===== config.mk =====
export PLATFORM = sky130hd
export DESIGN_NAME = epoch_issue_gate
export DESIGN_NICKNAME = d
export VERILOG_FILES = /design/src/rtl/epoch_gate_pkg.sv /design/src/rtl/epoch_gate_dp.sv /design/src/rtl/epoch_gate_ctrl.sv /design/src/rtl/epoch_issue_gate.sv
export SDC_FILE = /design/constraint.sdc
export NUM_CORES = 1
export LEC_CHECK = 0
export ABC_CLOCK_PERIOD_IN_PS = 6870
export BUFFER_PORTS_ARGS = -buffer_cell sky130_fd_sc_hd__buf_4
export CAP_MARGIN = 40
export CORE_ASPECT_RATIO = 1.4
export CORE_MARGIN = 5
export CORE_UTILIZATION = 40
export DETAILED_ROUTE_END_ITERATION = 8
export PLACE_DENSITY_LB_ADDON = 0.3
export SLEW_MARGIN = 0
export SYNTH_ARGS = -nofsm -noshare
export SYNTH_HDL_FRONTEND = slang
export SYNTH_SLANG_ARGS = --single-unit

===== constraint.sdc =====
create_clock -name clk -period 6.87 [get_ports clk]
set_clock_uncertainty 0.2 [all_clocks]
set_input_delay 0.687 -clock clk [delete_from_list [all_inputs] [get_ports clk]]
set_output_delay 0.687 -clock clk [all_outputs]
set_load 0.03 [all_outputs]

===== src/rtl/epoch_gate_pkg.sv =====
package epoch_gate_pkg;

  localparam int OP_W = 3;

  typedef enum logic [OP_W-1:0] {
    OP_PLAIN        = 3'd0,
    OP_ALIGN        = 3'd1,
    OP_SEND_START   = 3'd2,
    OP_RECV_START   = 3'd3,
    OP_TIME_CORRECT = 3'd4
  } gateOp_e;

  typedef enum logic [2:0] {
    ST_IDLE,
    ST_DESKEW_WAIT,
    ST_POLL,
    ST_ARMED,
    ST_RUN_STALL,
    ST_RUN
  } gateState_e;

  typedef struct packed {
    logic loadStall;   // start the correction stall counter
    logic localLoad;   // realign local time to global time
    logic captureVec;  // store the incoming start vector
    logic strayVec;    // vector seen outside the receive window
  } gateStrobes_t;

endpackage


===== src/rtl/epoch_gate_dp.sv =====
module epoch_gate_dp
  import epoch_gate_pkg::*;
#(
  parameter int CNT_W   = 8,
  parameter int STALL_W = 8,
  parameter int VEC_W   = 32
) (
  input  logic               clk,
  input  logic               rstN,
  input  logic [CNT_W-1:0]   globalCnt,
  input  logic [STALL_W-1:0] instArg,
  input  logic [VEC_W-1:0]   vecData,
  input  gateStrobes_t       strobes,
  output logic               wrapEdge,
  output logic               stallLast,
  output logic               argIsZero,
  output logic [CNT_W-1:0]   drift,
  output logic [VEC_W-1:0]   recvData,
  output logic               protoErr
);

  localparam logic [CNT_W-1:0]   CNT_TOP  = {CNT_W{1'b1}};
  localparam logic [CNT_W-1:0]   CNT_ONE  = CNT_W'(1);
  localparam logic [STALL_W-1:0] STALL_ONE = STALL_W'(1);

  logic [CNT_W-1:0]   prevGlobal;
  logic [CNT_W-1:0]   localCnt;
  logic [STALL_W-1:0] stallCnt;
  logic [VEC_W-1:0]   vecBuf;
  logic               errQ;

  always_comb begin
    wrapEdge  = (prevGlobal == CNT_TOP) && (globalCnt == '0);
    stallLast = (stallCnt == STALL_ONE);
    argIsZero = (instArg == '0);
    drift     = globalCnt - localCnt;
    recvData  = vecBuf;
    protoErr  = errQ;
  end

  always_ff @(posedge clk or negedge rstN) begin
    if (!rstN) begin
      prevGlobal <= '0;
      localCnt   <= '0;
      stallCnt   <= '0;
      vecBuf     <= '0;
      errQ       <= 1'b0;
    end else begin
      prevGlobal <= globalCnt;
      if (strobes.localLoad) localCnt <= globalCnt + CNT_ONE;
      else                   localCnt <= localCnt + CNT_ONE;
      if (strobes.loadStall)    stallCnt <= instArg;
      else if (stallCnt != '0)  stallCnt <= stallCnt - STALL_ONE;
      if (strobes.captureVec) vecBuf <= vecData;
      errQ <= strobes.strayVec;
    end
  end

endmodule


===== src/rtl/epoch_gate_ctrl.sv =====
module epoch_gate_ctrl
  import epoch_gate_pkg::*;
(
  input  logic            clk,
  input  logic            rstN,
  input  logic            instValid,
  input  logic [OP_W-1:0] instOp,
  input  logic            argIsZero,
  input  logic            wrapEdge,
  input  logic            stallLast,
  input  logic            vecValid,
  output logic            issueEn,
  output logic            sendStrobe,
  output logic            recvFire,
  output gateStrobes_t    strobes
);

  gateState_e state, stateNext;
  logic       sendPend;
  logic       accept;
  logic       inRecvWindow;

  always_comb begin
    inRecvWindow = (state == ST_POLL) || (state == ST_ARMED);
    issueEn      = (state == ST_IDLE) || (state == ST_RUN) ||
                   (wrapEdge && ((state == ST_DESKEW_WAIT) || (state == ST_ARMED)));
    accept       = instValid && issueEn;
    sendStrobe   = (state == ST_DESKEW_WAIT) && wrapEdge && sendPend;
    recvFire     = (state == ST_ARMED) && wrapEdge;

    stateNext          = state;
    strobes            = '0;
    strobes.strayVec   = vecValid && !inRecvWindow;

    if (accept) begin
      case (gateOp_e'(instOp))
        OP_ALIGN, OP_SEND_START: stateNext = ST_DESKEW_WAIT;
        OP_RECV_START:           stateNext = ST_POLL;
        OP_TIME_CORRECT: begin
          if (argIsZero) begin
            stateNext         = ST_RUN;
            strobes.localLoad = 1'b1;
          end else begin
            stateNext         = ST_RUN_STALL;
            strobes.loadStall = 1'b1;
          end
        end
        default:                 stateNext = ST_RUN;
      endcase
    end else begin
      case (state)
        ST_DESKEW_WAIT, ST_ARMED: begin
          if (wrapEdge) stateNext = ST_RUN;
        end
        ST_POLL: begin
          if (vecValid) begin
            stateNext          = ST_ARMED;
            strobes.captureVec = 1'b1;
          end
        end
        ST_RUN_STALL: begin
          if (stallLast) begin
            stateNext         = ST_RUN;
            strobes.localLoad = 1'b1;
          end
        end
        default: ;
      endcase
    end
  end

  always_ff @(posedge clk or negedge rstN) begin
    if (!rstN) begin
      state    <= ST_IDLE;
      sendPend <= 1'b0;
    end else begin
      state <= stateNext;
      if (accept) sendPend <= (gateOp_e'(instOp) == OP_SEND_START);
    end
  end

endmodule


===== src/rtl/epoch_issue_gate.sv =====
module epoch_issue_gate
  import epoch_gate_pkg::*;
#(
  parameter int CNT_W   = 8,
  parameter int STALL_W = 8,
  parameter int VEC_W   = 32
) (
  input  logic               clk,
  input  logic               rstN,
  input  logic               instValid,
  input  logic [OP_W-1:0]    instOp,
  input  logic [STALL_W-1:0] instArg,
  input  logic [CNT_W-1:0]   globalCnt,
  input  logic               vecValid,
  input  logic [VEC_W-1:0]   vecData,
  output logic               issueEn,
  output logic               sendStrobe,
  output logic               recvFire,
  output logic [VEC_W-1:0]   recvData,
  output logic [CNT_W-1:0]   drift,
  output logic               protoErr
);

  gateStrobes_t strobes;
  logic         wrapEdge;
  logic         stallLast;
  logic         argIsZero;

  epoch_gate_ctrl u_ctrl (
    .clk        (clk),
    .rstN       (rstN),
    .instValid  (instValid),
    .instOp     (instOp),
    .argIsZero  (argIsZero),
    .wrapEdge   (wrapEdge),
    .stallLast  (stallLast),
    .vecValid   (vecValid),
    .issueEn    (issueEn),
    .sendStrobe (sendStrobe),
    .recvFire   (recvFire),
    .strobes    (strobes)
  );

  epoch_gate_dp #(
    .CNT_W   (CNT_W),
    .STALL_W (STALL_W),
    .VEC_W   (VEC_W)
  ) u_dp (
    .clk       (clk),
    .rstN      (rstN),
    .globalCnt (globalCnt),
    .instArg   (instArg),
    .vecData   (vecData),
    .strobes   (strobes),
    .wrapEdge  (wrapEdge),
    .stallLast (stallLast),
    .argIsZero (argIsZero),
    .drift     (drift),
    .recvData  (recvData),
    .protoErr  (protoErr)
  );

endmodule


==> summary.txt <==
Outcome
  – Result of the run: finished, final reports clean

STA
  – Setup repair after global routing missed its margin: false
  – # setup viols final: 0
  – Final critical path time including I/O delays and setup: 3.464 ns
  – Sum of negative setup slack: 0 ns
  – Tightest Pin Transition: approximately 0.75 ns
  – Max Transition Viols Final: 0
  – Part of the cycle the worst path needs: 50.42%
  – Count of endpoints failing hold in the final timing report: 0
  – Highest Clock Rate: just under 300 MHz
  – Worst slew margin: 49.92%

Power
  – Sw Share: 24.35%
  – Combinational fraction of design power: 13.9%
  – Total power: between 0.0008 and 0.0009 W
  – Leakage Power: just under 2 nW
  – Power density relative to cell area: 199.0 mW/mm^2
  – Cell-internal power: 0.0006066 W
  – Sequential fraction of design power: about 47%
  – VDD IR max: about 0.10 mV
  – Clock group share of total power: 39.1%
  – Switching power of the nets: 0.0001953 W

Cells and area
  – Number of inserted diodes: 0
  – Total number of nets in the final design: 430
  – Fraction of layout cells with a size suffix above 1: 41.69%
  – Signed area change from the synthesized netlist to the final layout: 34.22%
  – Post-Layout Inst Area: roughly 0.0040 sq mm

Route
  – WL final: 6.828 mm
  – DR vias: 2,316
  – Starting DRC count in detailed routing: 89
  – # DRC: 0
  – Number of search-and-repair iterations in the first detailed-routing pass: 4
  – Routed vias/inst: between 4 and 5
  – Post-route antenna net violation count: 0
  – Avg WL per Cell: 14.72 um

Global routing
  – Pin count of the biggest net entering global routing: 62
  – Overall track demand over capacity in global routing: 15.10%
  – Initial antenna violation count: 0
  – Global-route wire length before repair: between 10 and 15 mm
  – Sum of overflow across all layers after global routing: 0
  – Number of global-route vias before repair: around 2,500

Die
  – Area of the die: between 0.009 and 0.01 sq mm
  – Core area: 0.007361 sq mm
  – Effective utilization at floorplan: 40.78%
  – Floorplan row count: 37
  – Die span in x: 83.21 um
  – Number of placed I/O pins: between 90 and 100
  – Vertical extent of the die: about 110 um

Yosys
  – Share of synthesized cell area in and, or, nand and nor gates: 11.75%
  – Share of synthesized registers carrying an async set or reset: 100.0%
  – Most instantiated cells after synthesis: dfrtp_1, mux2_2, nor2_1
  – Share of cell area taken by muxes after synthesis: 14.17%
  – EDFF count, synth: 0
  – Sequential-to-total area share from yosys stat: 50.85%
  – Post-synthesis share of cell area spent on full adders, half adders and majority gates: 5.252%
  – Gate count after technology mapping: 260
  – Combinational family with the most area after synthesis: multiplexers
  – Seq cells post-synth: 61
  – Post-synthesis share of cell area spent on xor and xnor gates: 6.419%
  – Fraction of synthesized cell area taken by the top area cell type: about half
  – Synth warn: 0
  – Cell variety after synth: 42
  – Synth top area cells: dfrtp_1, mux2_2, ha_1
  – Average instance area after synthesis: 11.54 sq um
  – Cell type contributing the most total cell area after synthesis: dfrtp_1
  – Dominant synthesized flop cell: dfrtp_1
  – Synth Net Count: around 330
  – Most common cell in the synthesized netlist: dfrtp_1
  – Post-synthesis cell area: 0.003002 sq mm
  – Compound-cell area share of the yosys netlist: 7.878%

Worst setup path
  – Endpoint required time on the critical path: 6.84 ns
  – Category of the most critical setup path: reg2reg
  – Data arrival time of the critical path: about 3.4 ns
  – Critical path fanouts, max: 18
  – Element type at the critical path end: flop
  – CP max-delay cell: a41o_1
  – Critical path cell sequence: nor4_1 -> nand4_1 -> nor3_1 -> a41o_1 -> mux2_1 -> ha_1 -> and3_1 -> nand3_1 -> xor2_1 -> a21oi_1
  – Largest stage delay, worst path: ~0.57 ns
  – Launching element type of the critical path: flop

Clocking
  – Buffers from clock root to sink, at most: 2
  – Total setup buffers inserted after CTS: 0
  – Count of cells resized by post-cts repair: 0
  – Source-to-sink clock delay at the later pin of the worst-skew pair: 0.33 ns
  – CTS H-tree depth: 3
  – CTS tree: done
  – Number of buffers created by CTS: 9
  – Clk root buf: clkbuf_8
  – Clock transition at the registers of the reported paths: 0.07 ns
  – Number of hold buffers added after CTS: 0
  – Clock sink total: 61

Flow run
  – Max_cap viols: 0

Placed design
  – HPWL after detailed placement: 5.276 mm
  – Number of port buffers: 98
  – Routability congestion estimate: between 0.8 and 0.9
  – Post-place instance area: 0.003830 sq mm

Hold path
  – Class of the tightest hold or removal check: in2async
-- layer usage --
metal  GRT usage [%]  routed length [um]  vias up  part of all wire [%]
met5               0                   0        -                     0
li1                -                   -     1116                     -
met1           17.27                2718     1106                    40
met2           25.91                3538       79                    52
met4           7.197                 188        0                   2.8
met3           4.258                 383       15                   5.6
-- cells in the final DEF, fill, tap and decap left out, types with 3 or more instances in the layout --
master / count
inv_1: 16
ha_1: 11
nor3_1: 5
clkbuf_8: 11
mux2_2: 33
nand2_1: 15
nor4_1: 3
xnor2_1: 14
dfrtp_1: 61
nand2b_1: 3
buf_4: 100
and3_1: 4
nand3_1: 9
a21oi_1: 10
nand4b_1: 3
nor2b_1: 3
nor2_1: 17
xor2_1: 8
o21ai_0: 7
o31ai_1: 6
-- sequential cells by signal, indices dropped and copies added (netlist names) --
| register | count |
|---|---|
| u_ctrl.sendPend | 1 |
| u_ctrl.state | 3 |
| u_dp.stallCnt | 8 |
| u_dp.prevGlobal | 8 |
| u_dp.recvData | 32 |
| u_dp.protoErr | 1 |
| u_dp.localCnt | 8 |
-- power groups by stage --
stage          Combinational [W]  Sequential, W  Clock [W]
5_1_grt                 0.000121       0.000378   0.000343
6_report                0.000112       0.000377   0.000313
4_1_cts                 0.000114       0.000377   0.000325
2_1_floorplan          0.0000300       0.000403          0
3_5_place_dp            0.000113       0.000384          0
3_3_place_gp            0.000112       0.000383          0
-- area by class of cell --
type	count	area [sq um]
Clock buffer	11	151.4
Clock inverter	4	47.55
Fill cell	674	3332
Inverter	16	60.06
Multi-Input combinational cell	175	1371
Sequential cell	61	1526
Tap cell	97	121.4
Timing Repair Buffer	100	750.7
-- critical path, delay by kind of cell (launching register included) --
kind,cells,cell delay (ns)
XOR/XNOR,1,0.14
AND/OR/NAND/NOR,5,1.22
adder cells (fa/ha/maj),1,0.25
multiplexers,1,0.41
flip-flops,1,0.42
AO/OA/AOI/OAI,2,0.65
-- path summary, 6_finish.rpt --
check                      slack, ns  depth (start not counted)           endpoint               from
setup / recovery                3.41                         10   u_dp.localCnt[6]   u_dp.stallCnt[4]
hold / removal                  0.22                          1   u_dp.stallCnt[7]               rstN
setup reg to reg                3.41                         10   u_dp.localCnt[6]   u_dp.stallCnt[4]
hold reg to reg                 0.31                          1  u_dp.recvData[29]  u_dp.recvData[29]
max in group asynchronous       5.74                          1  u_dp.recvData[25]               rstN
min in group clk                0.31                          1  u_dp.recvData[29]  u_dp.recvData[29]
-- cell families after synthesis --
group | after synthesis
multiplexers | 37
adder cells (fa/ha/maj) | 12
buffers and inverters | 24
XOR/XNOR | 22
AO/OA/AOI/OAI | 35
AND/OR/NAND/NOR | 69
flip-flops | 61
-- through the flow --
step	std cells	setup WS, ns	hold WS (ns)	util, %
2_1_floorplan	260	3.666	0.1914	-
3_3_place_gp	448	3.208	0.2901	51.93
3_5_place_dp	449	3.107	0.2971	52.03
4_1_cts	464	3.381	0.2456	54.73
5_1_grt	464	3.158	0.2795	54.73
6_report	464	3.406	0.2250	54.73
Note: power is estimated with default switching activity, not from simulation.
